**config.mk**
```make
export PLATFORM = sky130hd
export DESIGN_NAME = ps_rx_capture
export DESIGN_NICKNAME = d
export VERILOG_FILES = /design/src/rtl/ps_cap_pkg.sv /design/src/rtl/ps_tick_gen.sv /design/src/rtl/ps_sync_gen.sv /design/src/rtl/ps_sampler.sv /design/src/rtl/ps_rx_capture.sv
export SDC_FILE = /design/constraint.sdc
export NUM_CORES = 1
export LEC_CHECK = 0
export BUFFER_PORTS_ARGS = -buffer_cell sky130_fd_sc_hd__buf_2
export CAP_MARGIN = 15
export CORE_MARGIN = 5
export CORE_UTILIZATION = 50
export DETAILED_ROUTE_END_ITERATION = 8
export PLACE_DENSITY = 0.71
export REMOVE_ABC_BUFFERS = 1
export SYNTH_ARGS = -nofsm -noshare
export SYNTH_HDL_FRONTEND = slang
export SYNTH_HIERARCHICAL = 1
export SYNTH_SLANG_ARGS = --single-unit
```
**constraint.sdc**
```tcl
create_clock -name clk -period 10.8 [get_ports clk]
set_input_delay 0 -clock clk [delete_from_list [all_inputs] [get_ports clk]]
set_output_delay 0 -clock clk [all_outputs]
set_load 0.01 [all_outputs]
```
**src/rtl/ps_cap_pkg.sv**
```systemverilog
package ps_cap_pkg;

  // Modular addition on the symbol tick ring; k must be below m.
  function automatic int unsigned ring_add(input int unsigned a,
                                           input int unsigned k,
                                           input int unsigned m);
    int unsigned s;
    s = a + k;
    if (s >= m) s = s - m;
    return s;
  endfunction

  // Pairing state of the sampler.
  typedef enum logic {
    PAIR_EMPTY = 1'b0,
    PAIR_HALF  = 1'b1
  } pair_state_e;

endpackage

```
**src/rtl/ps_tick_gen.sv**
```systemverilog
module ps_tick_gen #(
  parameter int unsigned TICKS = 48,
  parameter int unsigned TW    = 6
) (
  input  logic          clk,
  input  logic          rst_n,
  input  logic          ref_clk,
  input  logic [TW-1:0] phase_req,
  output logic [TW-1:0] tick_q,
  output logic [TW-1:0] phase_q,
  output logic [TW-1:0] tick_d,
  output logic [TW-1:0] phase_d,
  output logic          phase_chg
);

  localparam logic [TW-1:0] LAST = TW'(TICKS - 1);

  logic          ref_prev_q;
  logic          ref_rise;
  logic          at_last;
  logic          boundary;
  logic [TW-1:0] req_clamped;

  always_comb begin
    ref_rise    = ref_clk & ~ref_prev_q;
    at_last     = (tick_q == LAST);
    boundary    = ref_rise | at_last;
    req_clamped = (phase_req > LAST) ? LAST : phase_req;
    tick_d      = boundary ? '0 : tick_q + 1'b1;
    phase_d     = boundary ? req_clamped : phase_q;
    phase_chg   = boundary & (req_clamped != phase_q);
  end

  always_ff @(posedge clk or negedge rst_n) begin
    if (!rst_n) begin
      ref_prev_q <= 1'b0;
      tick_q     <= '0;
      phase_q    <= '0;
    end else begin
      ref_prev_q <= ref_clk;
      tick_q     <= tick_d;
      if (boundary) begin
        phase_q <= phase_d;
      end
    end
  end

endmodule

```
**src/rtl/ps_sync_gen.sv**
```systemverilog
module ps_sync_gen #(
  parameter int unsigned TICKS    = 48,
  parameter int unsigned TW       = 6,
  parameter int unsigned SYNC_LEN = 2
) (
  input  logic          clk,
  input  logic          rst_n,
  input  logic [TW-1:0] tick_d,
  input  logic [TW-1:0] phase_d,
  output logic          sync_q
);

  import ps_cap_pkg::*;

  logic [SYNC_LEN-1:0] hit;
  logic                sync_d;

  for (genvar k = 0; k < SYNC_LEN; k++) begin : g_win
    logic [TW-1:0] slot;
    always_comb begin
      slot   = TW'(ring_add(int'(phase_d), k, TICKS));
      hit[k] = (tick_d == slot);
    end
  end

  always_comb begin
    sync_d = |hit;
  end

  always_ff @(posedge clk or negedge rst_n) begin
    if (!rst_n) begin
      sync_q <= 1'b0;
    end else begin
      sync_q <= sync_d;
    end
  end

endmodule

```
**src/rtl/ps_sampler.sv**
```systemverilog
module ps_sampler #(
  parameter int unsigned TICKS    = 48,
  parameter int unsigned TW       = 6,
  parameter int unsigned DATA_W   = 8,
  parameter int unsigned MAIN_OFS = 13
) (
  input  logic              clk,
  input  logic              rst_n,
  input  logic [TW-1:0]     tick_q,
  input  logic [TW-1:0]     phase_q,
  input  logic              phase_chg,
  input  logic [DATA_W-1:0] rx_data,
  output logic [DATA_W-1:0] main_q,
  output logic [DATA_W-1:0] mid_q,
  output logic              valid_q
);

  import ps_cap_pkg::*;

  localparam int unsigned MID_OFS = MAIN_OFS + TICKS / 2;

  pair_state_e   st_q, st_d;
  logic [TW-1:0] main_t;
  logic [TW-1:0] mid_t;
  logic          cap_main;
  logic          cap_mid;
  logic          valid_d;

  always_comb begin
    main_t   = TW'(ring_add(int'(phase_q), MAIN_OFS, TICKS));
    mid_t    = TW'(ring_add(int'(phase_q), MID_OFS, TICKS));
    cap_main = (tick_q == main_t);
    cap_mid  = (tick_q == mid_t);
  end

  always_comb begin
    st_d    = st_q;
    valid_d = 1'b0;
    if (cap_main) begin
      st_d = PAIR_HALF;
    end
    if (cap_mid) begin
      valid_d = (st_q == PAIR_HALF);
      st_d    = PAIR_EMPTY;
    end
    if (phase_chg) begin
      st_d = PAIR_EMPTY;
    end
  end

  always_ff @(posedge clk or negedge rst_n) begin
    if (!rst_n) begin
      st_q    <= PAIR_EMPTY;
      valid_q <= 1'b0;
      main_q  <= '0;
      mid_q   <= '0;
    end else begin
      st_q    <= st_d;
      valid_q <= valid_d;
      if (cap_main) begin
        main_q <= rx_data;
      end
      if (cap_mid) begin
        mid_q <= rx_data;
      end
    end
  end

endmodule

```
**src/rtl/ps_rx_capture.sv**
```systemverilog
module ps_rx_capture #(
  parameter int unsigned TICKS    = 48,
  parameter int unsigned DATA_W   = 8,
  parameter int unsigned SYNC_LEN = 2,
  parameter int unsigned MAIN_OFS = 13
) (
  input  logic              clk,
  input  logic              rst_n,
  input  logic              ref_clk,
  input  logic [5:0]        phase_sel,
  input  logic [DATA_W-1:0] rx_data,
  output logic              rx_sync,
  output logic [DATA_W-1:0] main_sample,
  output logic [DATA_W-1:0] mid_sample,
  output logic              sample_valid
);

  localparam int unsigned TW = 6;

  logic [TW-1:0] tick_q;
  logic [TW-1:0] phase_q;
  logic [TW-1:0] tick_d;
  logic [TW-1:0] phase_d;
  logic          phase_chg;

  ps_tick_gen #(.TICKS(TICKS), .TW(TW)) u_tick (
    .clk       (clk),
    .rst_n     (rst_n),
    .ref_clk   (ref_clk),
    .phase_req (phase_sel),
    .tick_q    (tick_q),
    .phase_q   (phase_q),
    .tick_d    (tick_d),
    .phase_d   (phase_d),
    .phase_chg (phase_chg)
  );

  ps_sync_gen #(.TICKS(TICKS), .TW(TW), .SYNC_LEN(SYNC_LEN)) u_sync (
    .clk     (clk),
    .rst_n   (rst_n),
    .tick_d  (tick_d),
    .phase_d (phase_d),
    .sync_q  (rx_sync)
  );

  ps_sampler #(.TICKS(TICKS), .TW(TW), .DATA_W(DATA_W), .MAIN_OFS(MAIN_OFS)) u_samp (
    .clk       (clk),
    .rst_n     (rst_n),
    .tick_q    (tick_q),
    .phase_q   (phase_q),
    .phase_chg (phase_chg),
    .rx_data   (rx_data),
    .main_q    (main_sample),
    .mid_q     (mid_sample),
    .valid_q   (sample_valid)
  );

endmodule

```
==> impl_metrics.csv <==
group,metric,value,unit
hold_path,min_path_type,"input port to flop",
worst_setup_path,rr_endpoint,"u_sync/sync_q$_DFF_PN0_",
global_route,antenna_found_initial,0,
yosys,synth_fa_ha_area_frac,0.0429,
yosys,synth_edf_count,0,
worst_setup_path,worst-path-max-fanout,23,
drt,post_drt_wl_per_cell,15.0,um
yosys,ys_warn_count,6,
cts,clkTransAtPathRegs,0.07,ns
layout,fin_nets,302,
drt,drt-pass1-iter-count,4,
layout,area_growth,15.2,%
layout,n_fill_cell,376,
drt,ant_nets,0,
yosys,synth_top_cell_by_area,"dfrtp_1",
layout,n_antenna_cell,0,
floorplanning,start_util,0.525,
worst_setup_path,crit_type,"flop to flop",
yosys,synth_top_area_share,0.343,
timing,hold_viol_final,0,
cts,hold_buffers,10,
timing,fin_setup_tns,0,ns
cts,clock_latency,0.28,ns
yosys,synth_top_family_by_area,"simple AND/OR/NAND/NOR gates",
run_status,status,"complete, no violations",
worst_setup_path,cp-start-kind,"flop",
global_route,grt_pass1_vias,1811,
cts,cts_resized,0,
cts,cts.sinks,32,
cts,tritoncts,"yes",
floorplanning,core,4440,um^2
floorplanning,die-height,78.3,um
power_and_ir_drop,ir_drop,0.000147,V
timing,hold_ws,0.0187,ns
yosys,netlist_area,2330,um^2
global_route,grt_overflow,0,
worst_setup_path,ff2ff_setup_slack,6.44,ns
worst_setup_path,regToRegStartpoint,"u_tick/tick_q[0]$_DFF_PN0_",
job,drv_cap,0,
cts,cts_buffer_depth,2,
power_and_ir_drop,pwr-share-clk,0.213,
yosys,synth_area_per_cell,9.93,um^2
timing,slew_headroom,0.464,
cts,cts_made_buffers,5,
layout,final_layout_size_suffix_gt1_frac,0.281,
timing,period_share,0.404,
worst_setup_path,crit_path_end_kind,"flop",
floorplanning,io_pins,35,
timing,period_needed,4.36,ns
placement,gp_congestion,0.809,
worst_setup_path,startpoint,"u_tick/tick_q[0]$_DFF_PN0_",
yosys,synth-simple-area-share,0.189,
yosys,synthFlopType,"dfrtp_1",
power_and_ir_drop,p_leak,0.00116,uW
power_and_ir_drop,p_per_area,199,nW/um^2
yosys,async_reset_ff_frac,1.00,
power_and_ir_drop,switching_share,0.370,
global_route,grt_max_degree,33,
power_and_ir_drop,p_switching,198,uW
placement,hpwlAfterDp,3520,um
floorplanning,rows,24,
timing,fmax,0.229,GHz
power_and_ir_drop,pwr-share-comb,0.433,
worst_setup_path,critPathRequiredTime,10.99,ns
drt,via_per_inst,5.66,
yosys,synth-seq-cells,32,
drt,drc,0,
global_route,groute.usage.overall,0.170,
layout,utilization,0.605,
yosys,seq_area_frac_synth,0.343,
yosys,synthMuxAreaShare,0.0954,
yosys,netlist_instances,235,
drt,vias,1867,
cts,cts.htree.levels,2,
floorplanning,fp.dieW,78.3,um
power_and_ir_drop,p_int,337,uW
yosys,synth_xor_area_frac,0.128,
drt,drt-total-wl,4950,um
worst_setup_path,arrival,4.55,ns
cts,clock-root-buffer,"clkbuf_8",
worst_setup_path,r2r_cells,15,
timing,clock_skew,0.00265,ns
cts,cts_setup_buffers,0,
timing,maxSlewViolCount,0,
power_and_ir_drop,p_seq_frac,0.354,
yosys,synth_area_leaders,"dfrtp_1 34%, mux2_2 7.7%, xor2_1 7.5%, xnor2_1 5.3%, ha_1 4.3%",
placement,portBuffers,34,
timing,grt_setup_unrepaired,"false",
drt,first_iter_violations,94,
worst_setup_path,cp-endpoint,"u_sync/sync_q$_DFF_PN0_",
timing,final-setup-viol-count,0,
global_route,grt_pass1_wl,8420,um
floorplanning,dieArea,6130,um^2
yosys,synth_compound_area_frac,0.146,
timing,worstMarginPinSlew,0.805,ns
yosys,synth_cell_types,60,
[registers in the layout, indices dropped and copies added, names as in the netlist]
signal	flops
u_samp/mid_q	8
u_samp/valid_q	1
u_tick/tick_q	6
u_samp/st_q	1
u_tick/ref_prev_q	1
u_samp/main_q	8
u_sync/sync_q	1
u_tick/phase_q	6
[layer usage]
metal / global-route usage / vias to the layer above / part of all wire / routed length (um)
met4: 0.0647 / 0 / 0.013 / 63
met5: 0 / - / 0 / 0
met1: 0.217 / 894 / 0.46 / 2270
li1: - / 931 / - / -
met2: 0.285 / 36 / 0.49 / 2410
met3: 0.0355 / 6 / 0.041 / 202
[layout by cell type, fill, tap and decap left out, types with 3 or more instances in the layout]
master / instances
buf_2: 34
dfrtp_1: 32
xor2_1: 20
nor2_1: 19
a21oi_1: 16
mux2_2: 16
xnor2_1: 14
nand2_1: 11
dlygate4sd3_1: 10
o21ai_0: 8
inv_1: 8
nor3_1: 8
ha_1: 8
nand3_1: 7
clkbuf_8: 5
nor4_1: 3
nor2b_1: 3
a31oi_1: 3
[through the flow]
step | setup slack (ns) | cell area [um^2] | cells | total power (uW)
after global placement | 6.74 | 2480 | 312 | 414
after detailed placement | 6.51 | 2480 | 312 | 419
final | 6.44 | 2690 | 330 | 535
after global routing | 6.09 | 2690 | 330 | 574
after floorplan | 7.01 | 2230 | 225 | 350
after CTS | 6.49 | 2690 | 330 | 538
[cells by family after synthesis]
logic type / Yosys count
AOI/OAI and AO/OA: 47
xor gates and xnor gates: 34
adders and majority gates: 8
buffers and inverters: 18
DFF: 32
muxes: 20
and+or+nand+nor: 76
[power by group through the flow]
| stage | Sequential [uW] | Clock, uW | Combinational [uW] |
|---|---|---|---|
| 2_1_floorplan | 203 | 0 | 147 |
| 3_3_place_gp | 190 | 0 | 224 |
| 3_5_place_dp | 192 | 0 | 227 |
| 4_1_cts | 190 | 117 | 232 |
| 5_1_grt | 196 | 122 | 256 |
| 6_report | 189 | 114 | 232 |
[worst min-delay path by stage]
stage | startpoint | end | cells after the start | slack, ns
floorplan | rst_n | u_samp/main_q[0]$_DFFE_PN0N_ | 0 | -0.30
global placement | rst_n | u_samp/mid_q[4]$_DFFE_PN0N_ | 1 | 0.09
detailed placement | rst_n | u_samp/st_q$_DFFE_PN0P_ | 1 | 0.1
CTS | phase_sel[5] | u_tick/phase_q[5]$_DFFE_PN0N_ | 2 | 0.005
global route | phase_sel[5] | u_tick/phase_q[5]$_DFFE_PN0N_ | 2 | 0.02
finish | phase_sel[5] | u_tick/phase_q[5]$_DFFE_PN0N_ | 2 | 0.02
[cell usage after synthesis, types with 2 or more instances]
cell      number
a211oi_1       2
a21oi_1       16
a31oi_1        3
and2_2         2
buf_2          2
buf_6          4
clkbuf_8       3
dfrtp_1       32
ha_1           8
inv_1          8
mux2_1         2
mux2_2        16
mux2i_1        2
nand2_1       11
nand2b_1       2
nand3_1        7
nand3b_1       2
nand4_1        2
nor2_1        19
nor2b_1        3
nor3_1         8
nor4_1         3
nor4_2         2
o21ai_0        8
xnor2_1       14
xor2_1        20
[layout make-up]
cell class              instances  area [um^2]  area share
multi-input cells             185         1400       0.522
flip-flops and latches         32          801       0.298
repair buffers                 45          278       0.103
clock buffers                   5         68.8      0.0256
well taps                      52         65.1      0.0242
clock inverters                 3         42.5      0.0158
inverters                       8         30.0      0.0112
[worst max-delay path, stage by stage (launching register included)]
cell,delay (ns)
dfrtp_1,0.41
ha_1,0.24
nand3_2,0.12
o32ai_4,0.69
nor2_1,0.12
a21oi_1,0.53
ha_1,0.46
nand3_1,0.18
xnor2_1,0.19
ha_1,0.33
nand3_1,0.10
o211ai_1,0.10
o21bai_1,0.19
a22oi_2,0.17
xnor2_1,0.09
o41ai_2,0.34
No activity file was read; power rests on OpenSTA's default activity.
